`src/rtl/rsq_pkg.sv`:
```
package rsq_pkg;

    localparam int unsigned WORD_W    = 16;
    localparam int unsigned VEC_WORDS = 4;
    localparam int unsigned WORD_BYTES = WORD_W / 8;

    typedef logic [WORD_W-1:0] word_t;

    typedef enum logic [2:0] {
        SEQ_BOOT,
        SEQ_START,
        SEQ_VEC,
        SEQ_FETCH,
        SEQ_RUN
    } seq_state_e;

    typedef struct packed {
        word_t sp_hi;
        word_t sp_lo;
        word_t pc_hi;
        word_t pc_lo;
    } vec_set_t;

    function automatic int unsigned sat_next(input int unsigned cur, input int unsigned lim);
        return (cur >= lim) ? lim : cur + 1;
    endfunction

    function automatic int unsigned word_byte_addr(input int unsigned idx);
        return idx * WORD_BYTES;
    endfunction

endpackage

```
`src/rtl/rsq_qual.sv`:
```
module rsq_qual
    import rsq_pkg::*;
#(
    parameter int unsigned FULL_QUAL = 10,
    parameter int unsigned SOLO_QUAL = 132
) (
    input  logic clk,
    input  logic rst,
    input  logic rst_in_n,
    input  logic halt_in_n,
    input  logic hold,
    input  logic booted,
    output logic both_asserted,
    output logic qualifying,
    output logic accept,
    output logic partial
);
    localparam int unsigned FCW = $clog2(FULL_QUAL + 1);
    localparam int unsigned SCW = $clog2(SOLO_QUAL + 1);

    logic [FCW-1:0] full_cnt;
    logic [SCW-1:0] solo_cnt;
    logic           solo_only;
    logic           full_hit;
    logic           solo_hit;
    logic           armed;

    assign both_asserted = ~rst_in_n & ~halt_in_n;
    assign solo_only     = ~rst_in_n & halt_in_n;
    assign qualifying    = ~rst_in_n & ~hold;

    assign full_hit = ~hold & both_asserted & (full_cnt == FCW'(FULL_QUAL - 1));
    assign solo_hit = ~hold & solo_only & booted & (solo_cnt == SCW'(SOLO_QUAL - 1));
    assign accept   = full_hit | solo_hit;

    always_ff @(posedge clk) begin
        if (rst) begin
            full_cnt <= '0;
            solo_cnt <= '0;
        end else if (!hold) begin
            full_cnt <= both_asserted ? FCW'(sat_next(int'(full_cnt), FULL_QUAL)) : '0;
            solo_cnt <= solo_only     ? SCW'(sat_next(int'(solo_cnt), SOLO_QUAL)) : '0;
        end
    end

    always_ff @(posedge clk) begin
        if (rst) begin
            armed   <= 1'b0;
            partial <= 1'b0;
        end else if (accept) begin
            armed   <= 1'b0;
            partial <= 1'b0;
        end else if (hold && both_asserted) begin
            armed   <= 1'b1;
        end else if (armed && !hold && !both_asserted) begin
            armed   <= 1'b0;
            partial <= 1'b1;
        end
    end

    AST_CNT_SATURATE: assert property (@(posedge clk) disable iff (rst)
        (full_cnt <= FCW'(FULL_QUAL)) && (solo_cnt <= SCW'(SOLO_QUAL)));

    AST_HOLD_FREEZES: assert property (@(posedge clk) disable iff (rst)
        hold |=> (full_cnt == $past(full_cnt)) && (solo_cnt == $past(solo_cnt)));

    AST_PARTIAL_NOT_ACCEPTED: assert property (@(posedge clk) disable iff (rst)
        $rose(partial) |-> !$past(accept));

endmodule

```
`src/rtl/rsq_swrst.sv`:
```
module rsq_swrst (
    input  logic clk,
    input  logic rst,
    input  logic sw_active,
    input  logic cycle_start,
    input  logic both_asserted,
    input  logic in_run,
    output logic drive
);
    logic sw_q;
    logic set_drive;
    logic clr_drive;

    assign set_drive = in_run & sw_active & ~sw_q;
    assign clr_drive = both_asserted | (cycle_start & ~sw_active);

    always_ff @(posedge clk) begin
        if (rst) begin
            sw_q  <= 1'b0;
            drive <= 1'b0;
        end else begin
            sw_q <= sw_active;
            if (drive) begin
                if (clr_drive) drive <= 1'b0;
            end else if (set_drive) begin
                drive <= 1'b1;
            end
        end
    end

    AST_DRIVE_NEEDS_RUN: assert property (@(posedge clk) disable iff (rst)
        $rose(drive) |-> $past(in_run));

endmodule

```
`src/rtl/rsq_vecseq.sv`:
```
module rsq_vecseq
    import rsq_pkg::*;
#(
    parameter int unsigned STARTUP_DLY = 4,
    parameter int unsigned ADDR_W      = 8
) (
    input  logic              clk,
    input  logic              rst,
    input  logic              accept,
    input  logic              stall,
    input  logic              bus_ack,
    input  word_t             bus_rdata,
    output logic              rd_req,
    output logic [ADDR_W-1:0] rd_addr,
    output logic              fetch_req,
    output logic [2*WORD_W-1:0] sp_out,
    output logic [2*WORD_W-1:0] pc_out,
    output logic              core_in_reset,
    output logic              in_run,
    output logic              booted
);
    localparam int unsigned DCW = $clog2(STARTUP_DLY + 1);
    localparam int unsigned IW  = $clog2(VEC_WORDS);

    seq_state_e     state;
    logic [DCW-1:0] dly;
    logic [IW-1:0]  idx;
    vec_set_t       vset;

    assign rd_req        = (state == SEQ_VEC) & ~stall;
    assign fetch_req     = (state == SEQ_FETCH) & ~stall;
    assign rd_addr       = ADDR_W'(word_byte_addr(int'(idx)));
    assign in_run        = (state == SEQ_RUN);
    assign core_in_reset = ~in_run;
    assign sp_out        = in_run ? {vset.sp_hi, vset.sp_lo} : '0;
    assign pc_out        = in_run ? {vset.pc_hi, vset.pc_lo} : '0;

    always_ff @(posedge clk) begin
        if (rst) begin
            state  <= SEQ_BOOT;
            dly    <= '0;
            idx    <= '0;
            vset   <= '0;
            booted <= 1'b0;
        end else if (accept) begin
            state <= SEQ_START;
            dly   <= '0;
            idx   <= '0;
        end else begin
            case (state)
                SEQ_START: begin
                    if (dly == DCW'(STARTUP_DLY - 1)) state <= SEQ_VEC;
                    else                              dly   <= dly + 1'b1;
                end
                SEQ_VEC: begin
                    if (rd_req && bus_ack) begin
                        case (idx)
                            2'd0:    vset.sp_hi <= bus_rdata;
                            2'd1:    vset.sp_lo <= bus_rdata;
                            2'd2:    vset.pc_hi <= bus_rdata;
                            default: vset.pc_lo <= bus_rdata;
                        endcase
                        if (idx == IW'(VEC_WORDS - 1)) state <= SEQ_FETCH;
                        else                           idx   <= idx + 1'b1;
                    end
                end
                SEQ_FETCH: begin
                    if (!stall) begin
                        state  <= SEQ_RUN;
                        booted <= 1'b1;
                    end
                end
                default: ;
            endcase
        end
    end

    AST_ADDR_STEP: assert property (@(posedge clk) disable iff (rst)
        (rd_req && bus_ack && !accept && (idx != IW'(VEC_WORDS - 1)))
        |=> (rd_addr == $past(rd_addr) + ADDR_W'(WORD_BYTES)));

    AST_FETCH_SINGLE: assert property (@(posedge clk) disable iff (rst)
        fetch_req |=> !fetch_req);

    AST_RELEASE_AFTER_FETCH: assert property (@(posedge clk) disable iff (rst)
        $fell(core_in_reset) |-> $past(fetch_req));

endmodule

```
`src/rtl/rst_qual_seq.sv`:
```
module rst_qual_seq
    import rsq_pkg::*;
#(
    parameter int unsigned FULL_QUAL   = 10,
    parameter int unsigned SOLO_QUAL   = 132,
    parameter int unsigned STARTUP_DLY = 4,
    parameter int unsigned ADDR_W      = 8
) (
    input  logic                clk,
    input  logic                rst,
    input  logic                ext_rst_n,
    input  logic                ext_halt_n,
    input  logic                sw_rst_active,
    input  logic                bus_cycle_start,
    input  logic                bus_ack,
    input  logic [WORD_W-1:0]   bus_rdata,
    output logic                rst_out_n,
    output logic                core_in_reset,
    output logic                partial_rst,
    output logic                rd_req,
    output logic [ADDR_W-1:0]   rd_addr,
    output logic                fetch_req,
    output logic [2*WORD_W-1:0] sp_out,
    output logic [2*WORD_W-1:0] pc_out
);
    logic drive;
    logic both_asserted;
    logic qualifying;
    logic accept;
    logic in_run;
    logic booted;

    assign rst_out_n = ~drive;

    rsq_swrst u_swrst (
        .clk           (clk),
        .rst           (rst),
        .sw_active     (sw_rst_active),
        .cycle_start   (bus_cycle_start),
        .both_asserted (both_asserted),
        .in_run        (in_run),
        .drive         (drive)
    );

    rsq_qual #(
        .FULL_QUAL (FULL_QUAL),
        .SOLO_QUAL (SOLO_QUAL)
    ) u_qual (
        .clk           (clk),
        .rst           (rst),
        .rst_in_n      (ext_rst_n),
        .halt_in_n     (ext_halt_n),
        .hold          (drive),
        .booted        (booted),
        .both_asserted (both_asserted),
        .qualifying    (qualifying),
        .accept        (accept),
        .partial       (partial_rst)
    );

    rsq_vecseq #(
        .STARTUP_DLY (STARTUP_DLY),
        .ADDR_W      (ADDR_W)
    ) u_vecseq (
        .clk           (clk),
        .rst           (rst),
        .accept        (accept),
        .stall         (qualifying),
        .bus_ack       (bus_ack),
        .bus_rdata     (bus_rdata),
        .rd_req        (rd_req),
        .rd_addr       (rd_addr),
        .fetch_req     (fetch_req),
        .sp_out        (sp_out),
        .pc_out        (pc_out),
        .core_in_reset (core_in_reset),
        .in_run        (in_run),
        .booted        (booted)
    );

    AST_BUS_QUIET_WHILE_QUAL: assert property (@(posedge clk) disable iff (rst)
        qualifying |-> (!rd_req && !fetch_req));

    AST_NO_ACCEPT_WHILE_DRIVING: assert property (@(posedge clk) disable iff (rst)
        !rst_out_n |-> !accept);

    AST_SOLO_NEEDS_BOOT: assert property (@(posedge clk) disable iff (rst)
        (accept && !both_asserted) |-> booted);

    AST_SW_RELEASE_ON_CYCLE: assert property (@(posedge clk) disable iff (rst)
        (!rst_out_n && bus_cycle_start && !sw_rst_active) |=> rst_out_n);

    AST_PAIR_RELEASES_OUTPUT: assert property (@(posedge clk) disable iff (rst)
        (!rst_out_n && !ext_rst_n && !ext_halt_n) |=> rst_out_n);

endmodule

```
`config.mk`:
```
export PLATFORM = sky130hd
export DESIGN_NAME = rst_qual_seq
export DESIGN_NICKNAME = d
export VERILOG_FILES = /design/src/rtl/rsq_pkg.sv /design/src/rtl/rsq_qual.sv /design/src/rtl/rsq_swrst.sv /design/src/rtl/rsq_vecseq.sv /design/src/rtl/rst_qual_seq.sv
export SDC_FILE = /design/constraint.sdc
export NUM_CORES = 1
export LEC_CHECK = 0
export BUFFER_PORTS_ARGS = -buffer_cell sky130_fd_sc_hd__buf_4
export CAP_MARGIN = 15
export CORE_MARGIN = 2
export CORE_UTILIZATION = 30
export CTS_BUF_LIST = sky130_fd_sc_hd__clkbuf_16
export CTS_CLUSTER_DIAMETER = 30
export CTS_CLUSTER_SIZE = 28
export DETAILED_ROUTE_END_ITERATION = 8
export PLACE_DENSITY = 0.58
export SETUP_SLACK_MARGIN = 0.2
export SLEW_MARGIN = 30
export SYNTH_ARGS = -nofsm -noshare
export SYNTH_HDL_FRONTEND = slang
export SYNTH_SLANG_ARGS = --single-unit
```
`constraint.sdc`:
```
create_clock -name clk -period 3.96 [get_ports clk]
set_clock_uncertainty 0.1 [all_clocks]
set_input_delay 0.198 -clock clk [delete_from_list [all_inputs] [get_ports clk]]
set_output_delay 0.198 -clock clk [all_outputs]
set_load 0.02 [all_outputs]
```
=== Word level (Yosys, flattened, before mapping) ===
Index checks and enable logic that the tools add are counted.

* $add $sub $neg: 4
* $lt $le $gt $ge: 2
* Equality and inequality tests: 18
* Muxes and demuxes: 17
* Bitwise operators: 27
* Reduce and logical (&&, ||, !) cells: 22

{| class="wikitable"
|+ Operators by type and width
! cell !! number
|-
| two-way mux 32 bit || 2
|-
| two-way mux 8 bit || 2
|-
| AND reduction 4 bit || 4
|-
| AND 1 bit || 13
|-
| two-way mux 3 bit || 4
|-
| NOT 1 bit || 12
|-
| AND reduction 5 bit || 2
|-
| equality test 3 x 2 -> 1 bit (second input constant) || 3
|-
| != test 3 bit (second input constant) || 3
|-
| case mux 3 bit (3 select lines) || 1
|-
| adder 8 x 1 -> 8 bit (second input constant) || 1
|-
| equality test 8 bit (second input constant) || 1
|-
| greater-or-equal comparator 8 bit (second input constant) || 1
|-
| two-way mux 4 bit || 2
|-
| two-way mux 1 bit || 6
|-
| != test 2 bit (second input constant) || 3
|-
| AND reduction 3 bit || 2
|-
| adder 4 x 1 -> 4 bit (second input constant) || 1
|-
| equality test 2 bit (second input constant) || 2
|-
| equality test 4 bit (second input constant) || 1
|-
| greater-or-equal comparator 4 bit (second input constant) || 1
|-
| logical AND 1 bit || 4
|-
| AND reduction 2 bit || 2
|-
| nonzero test 4 bit || 1
|-
| 14 further kinds || 16
|}

* Bits in registers: 89
* Bits of input ports: 23
* Output and inout port bits: 77
* Logic and storage cells: 105

=== Longest topological paths before layout ===
Gate-level depths: netlist of run 1.

* Depth in word-level cells: 8
* Mapped depth: 7
* Depth with buffers taken out: 6

=== By module ===
From an unflattened synthesis of run 1, not the netlist that was laid out.

* Cell total of the unflattened synthesis: 462
* Area, all modules: 4396.7 µm²

{| class="wikitable"
|+ By module, submodules not included
! module !! times used !! cells an instance !! area an instance (µm²) !! sequential area each (µm²)
|-
| rsq_vecseq || 1 || 359 || 3545.9 || 1461.4
|-
| rsq_qual || 1 || 95 || 767.0 || 280.3
|-
| rsq_swrst || 1 || 7 || 80.1 || 40.0
|-
| rst_qual_seq || 1 || 1 || 3.8 || 0.0
|}

=== Worst setup path before layout of run 1 ===
No wires, ideal clock.

* Path type: reg2reg
* Start: register u_qual.solo_cnt[3]
* End: register u_vecseq.state[1]
* Setup time: 0.140 ns
* Arrival time: 1.453 ns
* Data required time: 3.720 ns
* Setup slack: 2.267 ns
* Stages on the path, launching flop included: 6
* Buffers on the path: 1
* Path through: dfxtp_1 > or4_4 > nor4_2 > or3_1 > buf_6 > nor3_2

* Longest elaborated chain between the ends: 4

{| class="wikitable"
|+ RTL lines
! element !! line !! source
|-
| from (decl) || rsq_qual.sv:22 || <nowiki>logic [SCW-1:0] solo_cnt;</nowiki>
|-
| from (signal assigned) || rsq_qual.sv:42 || <nowiki>solo_cnt <= solo_only ? SCW'(sat_next(int'(solo_cnt), SOLO_QUAL)) : '0;</nowiki>
|-
| equality test 8 bit || rsq_qual.sv:33 || <nowiki>assign solo_hit = ~hold & solo_only & booted & (solo_cnt == SCW'(SOLO_QUAL - 1));</nowiki>
|-
| AND 1 bit || rsq_qual.sv:33 ||
|-
| bitwise OR 1 bit || rsq_qual.sv:34 || <nowiki>assign accept = full_hit | solo_hit;</nowiki>
|-
| OR reduction 2 bit (no line) || n/a ||
|-
| to (signal assigned) || rsq_vecseq.sv:40 || <nowiki>state <= SEQ_BOOT;</nowiki>
|-
| to (signal assigned) || rsq_vecseq.sv:46 || <nowiki>state <= SEQ_START;</nowiki>
|-
| to (signal assigned) || rsq_vecseq.sv:52 || <nowiki>if (dly == DCW'(STARTUP_DLY - 1)) state <= SEQ_VEC;</nowiki>
|-
| to (decl) || rsq_vecseq.sv:25 || <nowiki>seq_state_e state;</nowiki>
|}

Every way passes these cells.
A chain may end at the register's enable or synchronous reset.

=== Worst setup path after layout of run 1 ===
* Start: register u_swrst.drive
* End: register u_vecseq.vset[47] (netlist bit)

* Longest elaborated chain between the ends: 7
* Elaborated cells on any way between the ends: 13
* Those cells by class: bitwise: 11; reduce/logical: 2

{| class="wikitable"
|+ RTL lines
! element !! line !! source
|-
| from (decl) || rsq_swrst.sv:8 || <nowiki>output logic drive</nowiki>
|-
| from (signal assigned) || rsq_swrst.sv:20 || <nowiki>drive <= 1'b0;</nowiki>
|-
| from (signal assigned) || rsq_swrst.sv:24 || <nowiki>if (clr_drive) drive <= 1'b0;</nowiki>
|-
| from (signal assigned) || rsq_swrst.sv:26 || <nowiki>drive <= 1'b1;</nowiki>
|-
| NOT 1 bit * || rsq_qual.sv:30, rsq_qual.sv:32, rsq_qual.sv:33 ||
|-
| AND 1 bit (3 in series) || rsq_qual.sv:33 ||
|-
| bitwise OR 1 bit || rsq_qual.sv:34 ||
|-
| NOT 1 bit (no line) || n/a ||
|-
| AND reduction 4 bit (no line) * || n/a ||
|-
| to (decl) || rsq_vecseq.sv:28 || <nowiki>vec_set_t vset;</nowiki>
|}

Mark *: on every way between the ends. The rest lies on a longest branch, timed or not.

==> impl_results.md, run 1 <==
* Status: finished clean
* End-of-flow core utilization at 0.389
* Routed WL at 9690 µm
* Placed cell areas at 4860 µm²
* Total GRT Usage at 0.135
* Average cell area after synthesis at just over 9 µm²
* Largest net degree at the start of global routing at 80
* Synth top area cells: dfxtp_1 44%, mux2i_1 16%, and2_1 9.9%
* Nets@finish at 558
* Final setup TNS at 0 ns
* # diodes at 0
* Fin crit period at 2.18 ns
* Worst-Margin Slew at 0.823 ns
* Layout area overhead at 26.9%
* Synth async-reset ratio at 0
* Clk slew on worst S/H paths at 0.07 ns
* Highest clock rate at 458 MHz
* Arr. time, crit path at roughly 2.3 ns
* Layout Cells excl Fill at 704
* Initial Utilization at 0.306
* # resized after CTS at 0
* Hold_ws at around 0.025 ns
* Io pins at 100
* Leak at ~2.6 nW
* Grt ovf at 0
* Cells after Synth at 440
* Hold WC Path Type: input pin to flop
* Vias in the first global route at slightly above 3000
* Initial DRC count at approximately 120
* Die Area at 14500 µm²
* Slew headroom at 0.452
* Final Hold Viols at 0
* Crit Path Class: flop to flop
* Routed Antenna Nets at 0
* Die height at 120 µm
* Post-synthesis register bit count at ~90
* Number of buffers created by CTS at 9
* Register area share after synthesis at 0.439
* Hpwl dp at 6730 µm
* Share of layout cells above drive strength 1 at 0.237
* Synth area leader: dfxtp_1
* Post-Syn Area at 4060 µm²
* Pwr dens at 343 nW/µm²
* Rows at 42
* Post-DR wirelength/cell at around 14 µm
* Critical Path Sink Type: flop
* Max incr delay on CP at 0.69 ns
* Unrepaired setup endpoints after global routing: false
* Top-area cell type share of the netlist area at 0.439
* DRT Pass-1 Iters at 5
* Via Count at roughly 3200
* Worst vdd ir at between 0.0002 and 0.00025 V
* Max-cap violations at 0
* Clock root buffer: clkbuf_16
* Final Max Tran Viols at 0
* Buffers on Ports at 93
* Global-route wire length before repair at roughly 16000 µm
* Data required time of the worst path at 4.05 ns
* Post-Place Cells at 687
* Die width at 120 µm
* CP Cell Sequence: o21a_1 -> nand3_2 -> mux2i_1 -> nor2_1
* Vias per cell at 4.50
* Gpl congestion at 0.771
* Worst-skew pair later-pin latency at 0.33 ns
* Core Area at between 10000 and 15000 µm²
* Setup violators final at 0
* Period utilization at 0.552
* Syn. warnings at 0
* CP Launch Type: flop
* Worst Path Max Fanout at 20
* # DRC at 0
* CP max-delay cell: dfxtp_1
* Clk buf depth at 2
* CTS sink cnt at 89
* Clock H-tree levels at 3
* Final instance area at 5150 µm²
* CTS tree: yes
* Post-synth EDFFs at 0
* Ys flop type: dfxtp_1
* Initial antenna violation count at 0
* Distinct cells, synth at 46
-- per-layer routing --
metal | track usage | up-vias | share of wire
met4 | 0.0392 | 0 | 0.0080
met5 | 0 | - | 0
li1 | - | 1612 | -
met2 | 0.227 | 73 | 0.48
met1 | 0.171 | 1476 | 0.48
met3 | 0.0335 | 7 | 0.040
-- area by class of cell --
type / count / area, µm²
clock buffers: 9 / 225
clock inverters: 7 / 53.8
fillers: 1339 / 8090
inverters: 12 / 45.0
multi-input cells: 315 / 2100
flip-flops and latches: 89 / 1780
well taps: 176 / 220
repair buffers: 96 / 723
-- worst max-delay path, delay by kind of cell, from the launching register on --
family,cells,cell delay [ns]
compound gates,1,0.32
mux,1,0.33
flops,1,0.69
simple gates,2,0.58
-- cells by family (layout without fill, tap and decap cells) --
family                     Yosys count  count (layout)  share of synthesized area
and+or+nand+nor                    197             197                      0.251
DFF                                 89              89                      0.439
muxes                               66              66                      0.163
buffers and inverters               41             124                     0.0493
AOI/OAI and AO/OA                   30              30                     0.0512
adders and majority gates           12              12                     0.0370
xor gates and xnor gates             4               4                    0.00864
other                                1               6                   0.000924
-- metrics by stage --
step / power (W) / worst slack (ns)
2_1_floorplan: 0.000952 / 2.27
3_3_place_gp: 0.000978 / 1.77
3_5_place_dp: 0.000979 / 1.72
4_1_cts: 0.00178 / 1.72
5_1_grt: 0.00183 / 1.51
6_report: 0.00176 / 1.78
-- state kept, by name, indices dropped and copies added, names as in the netlist, 2 cells and up --
register         cells
u_qual.full_cnt      4
u_qual.solo_cnt      8
u_vecseq.dly         3
u_vecseq.idx         2
u_vecseq.state       3
u_vecseq.vset       64
-- path summary, 6_finish.rpt --
kind	startpoint	to	slack, ns	depth (start not counted)
max	u_swrst.drive	u_vecseq.vset[47]	1.78	4
min	bus_rdata[6]	u_vecseq.vset[6]	0.02	3
max reg2reg	u_swrst.drive	u_vecseq.vset[47]	1.78	4
min reg2reg	u_qual.armed	u_qual.armed	0.38	2
-- where the power goes --
group / internal, W / total, W / switching (W)
Sequential: 0.000896 / 0.000898 / 0.00000158
Clock: 0.000431 / 0.000806 / 0.000375
Combinational: 0.0000216 / 0.0000610 / 0.0000394
Total: 0.00135 / 0.00176 / 0.000416
-- synthesized netlist by cell type, types with 6 or more instances --
cell type / instances
a21oi_1: 9
and2_1: 64
buf_4: 10
clkbuf_1: 16
dfxtp_1: 89
ha_1: 12
inv_1: 12
mux2i_1: 66
nand2_1: 11
nand3_1: 7
nor2_1: 86
o21ai_0: 6
-- layout by cell type, fill, tap and decap left out, drive strengths merged, types with 2 or more instances in the layout --
cell type / n
conb: 6
a22oi: 2
and2: 64
clkbuf: 9
nor4: 2
xor2: 2
nand2: 12
nor3: 6
nand4: 2
a32oi: 2
nand3: 11
or3: 2
xnor2: 2
o21ai: 7
o311ai: 2
nor3b: 4
clkinv: 3
ha: 12
a21oi: 9
buf: 95
inv: 15
nor2: 86
nor2b: 3
mux2i: 66
dfxtp: 89
-- repair_timing --
item / 4_1_cts / 5_1_grt
setup endpoints to repair: 0 / 0
hold endpoints to repair: 1 / 0
hold buffers: 1 / 0
setup buffers: 0 / 0
Power figures use the tool's default switching activity.
==> inputs of run 2 (changes only) <==
--- a/config.mk
+++ b/config.mk
@@ -13,7 +13,7 @@
 export CTS_CLUSTER_DIAMETER = 30
 export CTS_CLUSTER_SIZE = 28
 export DETAILED_ROUTE_END_ITERATION = 8
-export PLACE_DENSITY = 0.58
+export PLACE_DENSITY = 0.6
 export SETUP_SLACK_MARGIN = 0.2
 export SLEW_MARGIN = 30
 export SYNTH_ARGS = -nofsm -noshare
==> constraint.sdc (replaced) <==
create_clock -name clk -period 1.85 [get_ports clk]
set_clock_uncertainty 0.1 [all_clocks]
set_input_delay 0.0925 -clock clk [delete_from_list [all_inputs] [get_ports clk]]
set_output_delay 0.0925 -clock clk [all_outputs]
set_load 0.02 [all_outputs]
==> impl_results.md, run 2 (same netlist as run 1, synthesis figures left out) <==
* Status: finished clean
* # diodes at 0
* Routed Antenna Nets at 0
* Unrepaired setup endpoints after global routing: true
* Number of buffers created by CTS at 9
* Routed WL at 12000 µm
* Vias in the first global route at 3433
* Layout Cells excl Fill at about 760
* Hold path depth at 4
* Final Hold Viols at 0
* CTS sink cnt at 89
* Most frequent cells in the layout: 79 x nor2_1, 79 x dfxtp_1, 64 x mux2i_1, 64 x buf_6, 56 x buf_4
* Hold WC Path Type: input pin to flop
* Die Area at 14500 µm²
* Initial DRC count at between 100 and 150
* Total GRT Usage at 0.151
* CTS tree: yes
* Hpwl dp at 6990 µm
* # DRC at 0
* Via Count at 3561
* Clk slew on worst S/H paths at 0.06 ns
* Final Max Tran Viols at 0
* Largest register FFs at 64
* CP Launch Type: flop
* Crit Path Class: flop to primary output
* Post-DR wirelength/cell at 15.7 µm
* Arr. time, crit path at about 1.6 ns
* Core Area at ~13000 µm²
* Fin crit period at roughly 1.8 ns
* Initial Utilization at 0.306
* Area of the multi-input gates at about 2400 µm²
* Grt ovf at 0
* Io pins at 100
* Rows at 42
* Worst Path Max Fanout at 9
* Max-cap violations at 0
* Die width at between 100 and 150 µm
* Critical Path Sink Type: primary output
* Clock H-tree levels at 3
* Reg with most FFs: u_vecseq.vset
* FILL cells at around 1200
* Top Registers: u_vecseq.vset (64), u_qual.solo_cnt (8), u_qual.full_cnt (4)
* Layout area overhead at 58.9%
* Global-route wire length before repair at around 17000 µm
* Vias per cell at about 4.7
* Data required time of the worst path at 1.66 ns
* Register area at between 1500 and 2000 µm²
* Nets@finish at approximately 620
* Clk buf depth at 2
* Share of layout cells above drive strength 1 at 0.425
* Gpl congestion at 0.779
* Worst vdd ir at 0.000397 V
* Largest net degree at the start of global routing at 46
* Buffers on Ports at 93
* Leak at ~3.1 nW
* Setup violators final at 0
* DRT Pass-1 Iters at 4
* FF-to-FF path depth at 8
* Pwr dens at 582 nW/µm²
* Initial antenna violation count at 0
* Die height at 120 µm
* Highest clock rate at 561 MHz
* Worst-skew pair later-pin latency at 0.34 ns
* Period utilization at 0.963
* Post-Place Cells at 701
* Final setup TNS at 0 ns
* Clock root buffer: clkbuf_16
==> run 2: cell type report <==
type,instances,share of cell area
sequential,89,0.279
tap,176,0.0342
clock buffer,9,0.0349
clock inverter,7,0.00602
multi-input combinational,315,0.374
inverter,12,0.00776
timing repair buffer,156,0.264
==> run 2: stage by stage <==
step	setup WS, ns	utilization	total power, W	area (µm²)	hold WS [ns]
after CTS	0.0735	0.442	0.00377	5850	0.00838
after global placement	0.137	0.375	0.00210	4970	0.233
after global routing	0.0248	0.487	0.00388	6450	0.0479
after floorplan	0.219	-	0.00204	4080	0.121
after detailed placement	0.129	0.375	0.00210	4970	0.239
final	0.0687	0.487	0.00375	6450	0.0218
==> run 2: repair_timing <==
item / CTS / global route
pin swaps: 15 / 37
hold endpoints to repair: 68 / 0
hold buffers: 20 / 0
gates cloned: 4 / 6
buffers inserted: 13 / 4
endpoints found under the setup margin: 84 / 146
resized for setup: 74 / 123
==> run 2: metal layers <==
metal / part of all wire / GRT usage / routed length (µm) / up-vias
met5: 0 / 0 / 0 / -
met4: 0.015 / 0.0545 / 178 / 0
met3: 0.044 / 0.0392 / 533 / 11
met2: 0.51 / 0.259 / 6070 / 83
met1: 0.44 / 0.184 / 5230 / 1732
li1: - / - / - / 1735
==> run 2: path summary, 6_finish.rpt <==
check	start	endpoint	slack (ns)
setup / recovery	u_vecseq.state[0]	sp_out[7]	0.07
hold / removal	bus_cycle_start	u_swrst.drive	0.02
setup reg to reg	u_vecseq.state[2]	u_vecseq.vset[35]	0.11
hold reg to reg	u_vecseq.vset[30]	u_vecseq.vset[30]	0.39
==> run 2: power breakdown <==
group | internal, W | leakage, nW | switching [W]
logic | 0.0000873 | 2.24 | 0.000102
clock network | 0.000895 | 0.134 | 0.000751
registers | 0.00191 | 0.723 | 0.00000365
==> run 2: critical path, stage by stage (launching register included) <==
cell	delay (ns)
dfxtp_2	0.48
nor3_4	0.05
buf_6	0.14
buf_4	0.14
buf_16	0.14
and2_4	0.16
buf_6	0.12
==> inputs of run 3 (changes only) <==
--- a/config.mk
+++ b/config.mk
@@ -5,15 +5,16 @@
 export SDC_FILE = /design/constraint.sdc
 export NUM_CORES = 1
 export LEC_CHECK = 0
+export ABC_CLOCK_PERIOD_IN_PS = 1850
 export BUFFER_PORTS_ARGS = -buffer_cell sky130_fd_sc_hd__buf_4
 export CAP_MARGIN = 15
 export CORE_MARGIN = 2
-export CORE_UTILIZATION = 30
+export CORE_UTILIZATION = 48
 export CTS_BUF_LIST = sky130_fd_sc_hd__clkbuf_16
 export CTS_CLUSTER_DIAMETER = 30
-export CTS_CLUSTER_SIZE = 28
+export CTS_CLUSTER_SIZE = 20
 export DETAILED_ROUTE_END_ITERATION = 8
-export PLACE_DENSITY = 0.6
+export PLACE_DENSITY = 0.84
 export SETUP_SLACK_MARGIN = 0.2
 export SLEW_MARGIN = 30
 export SYNTH_ARGS = -nofsm -noshare
==> impl_results.md, run 3 (same netlist as run 1, synthesis figures left out) <==
* Vias per cell at about 5.6
* Pwr dens at 619 nW/µm²
* Worst-Margin Slew at ~0.6 ns
* Setup violators final at 29
* Die width at 95.9 µm
* Register area at approximately 1800 µm²
* Vias in the first global route at ~3500
* Hold WC Path Type: input pin to flop
* Violated checks: negative setup slack
* Hold path depth at 4
* CP max-delay cell: dfxtp_4
* Post-Place Cells at approximately 620
* Largest register FFs at 64
* Final Hold Viols at 0
* Fin crit period at between 1.5 and 2 ns
* Initial Utilization at 0.494
* Die height at 95.9 µm
* CP Launch Type: flop
* Max incr delay on CP at 0.37 ns
* Area of the multi-input gates at 2430 µm²
* Period utilization at 1.02
* Total GRT Usage at 0.245
* Initial antenna violation count at 0
* CP dominant cell by count: buf_6
* Most common cell after layout, fill and taps aside: nor2_1
* Leak at roughly 3.1 nW
* Worst-skew pair later-pin latency at ~0.34 ns
* Post-DR wirelength/cell at 21.6 µm
* Unrepaired setup endpoints after global routing: true
* Routed Antenna Nets at 0
* Nets@finish at about 610
* FILL cells at 417
* Gpl congestion at 0.771
* Layout Cells excl Fill at 686
* Layout area overhead at 59.3%
* Rows at 33
* PnR worst setup slack at -0.0354 ns
* Top Registers: u_vecseq.vset (64), u_qual.solo_cnt (8), u_qual.full_cnt (4)
* Status: finished, violations left
* CTS sink cnt at 89
* Largest net degree at the start of global routing at roughly 70
* Most frequent cells in the layout: 84 x nor2_1, 79 x dfxtp_1, 72 x buf_6
* Arr. time, crit path at between 1.5 and 2 ns
* Via Count at between 3000 and 4000
* CP Cell Sequence: inv_4 -> nor3_4 -> buf_6 -> buf_12 -> clkbuf_16 -> and2_4 -> buf_6
* Clk buf depth at 2
* Data required time of the worst path at 1.66 ns
* Share of layout cells above drive strength 1 at 0.429
* Clock H-tree levels at 3
* # diodes at 0
* Max-cap violations at 0
* Global-route wire length before repair at 17400 µm
* Core Area at 8220 µm²
* Final Max Tran Viols at 0
* Grt ovf at 0
* Buffers on Ports at 93
* Hpwl dp at 6230 µm
* Io pins at 100
* Worst vdd ir at between 0.0006 and 0.0007 V
* Die Area at a little over 9000 µm²
* Final setup TNS at -0.381 ns
* Routed WL at 14800 µm
* Number of buffers created by CTS at 9
* Worst Path Max Fanout at 8
* Reg with most FFs: u_vecseq.vset
* Critical Path Sink Type: primary output
* FF-to-FF path depth at 8
* Setup WS pre-CTS at ~0.067 ns
* DRT Pass-1 Iters at 5
* Hold_ws at 0.0366 ns
* Initial DRC count at 286
* Highest clock rate at 530 MHz
* Crit Path Class: flop to primary output
* Slew headroom at 0.596
* Clock root buffer: clkbuf_16
* # DRC at 0
* CTS tree: yes
* Pwr Total at 0.00400 W
* Clk slew on worst S/H paths at 0.07 ns
==> run 3: cell count changes in the layout (fill, tap and decap cells not counted), sizes merged <==
cell and delta:
clkbuf +2, clkinv -3, clkinvlp -1, bufinv +1
inv +3, buf -10, or3 +1
==> run 3: path summary, 6_finish.rpt <==
path	start	to	slack (ns)
min reg2reg	u_qual.solo_cnt[4]	u_qual.solo_cnt[4]	0.39
max reg2reg	u_vecseq.state[2]	u_vecseq.vset[11]	0.06
max	u_vecseq.state[2]	sp_out[24]	-0.04
min	bus_cycle_start	u_swrst.drive	0.04
==> run 3: per-layer routing <==
layer	global-route usage	wire [µm]	vias up
met5	0	0	-
li1	-	-	1723
met1	0.291	5400	1872
met3	0.0681	1090	61
met2	0.427	7740	209
met4	0.0821	561	0
==> run 3: report_power, final <==
part | internal, W | total (W) | switching [W]
clock | 0.00106 | 0.00189 | 0.000831
combinational | 0.0000866 | 0.000192 | 0.000106
sequential | 0.00191 | 0.00192 | 0.00000416
total | 0.00306 | 0.00400 | 0.000941
==> run 3: final cells by class <==
| class | instances | share of cell area |
|---|---|---|
| Tap cell | 105 | 0.0203 |
| Timing Repair Buffer | 148 | 0.271 |
| Multi-Input combinational cell | 316 | 0.377 |
| Sequential cell | 89 | 0.278 |
| Clock inverter | 7 | 0.0114 |
| Inverter | 12 | 0.00774 |
| Clock buffer | 9 | 0.0348 |
==> run 3: critical path, delay by kind of cell (launching register included) <==
family / cells / cell delay [ns]
and+or+nand+nor: 2 / 0.39
DFF: 1 / 0.37
buffers and inverters: 5 / 0.58
==> run 3: timing repair <==
action	in CTS	in global routing
endpoints found under the setup margin	142	149
resized for setup	57	150
endpoints found under the hold margin	75	0
hold buffers	20	0
setup buffers	11	3
cloned	4	8
pin swaps	6	63
==> run 3: metrics by stage <==
stage | utilization | cell area [µm²]
2_1_floorplan | - | 4080
3_5_place_dp | 0.591 | 4860
4_1_cts | 0.697 | 5720
5_1_grt | 0.787 | 6460
6_report | 0.787 | 6460
3_3_place_gp | 0.591 | 4860
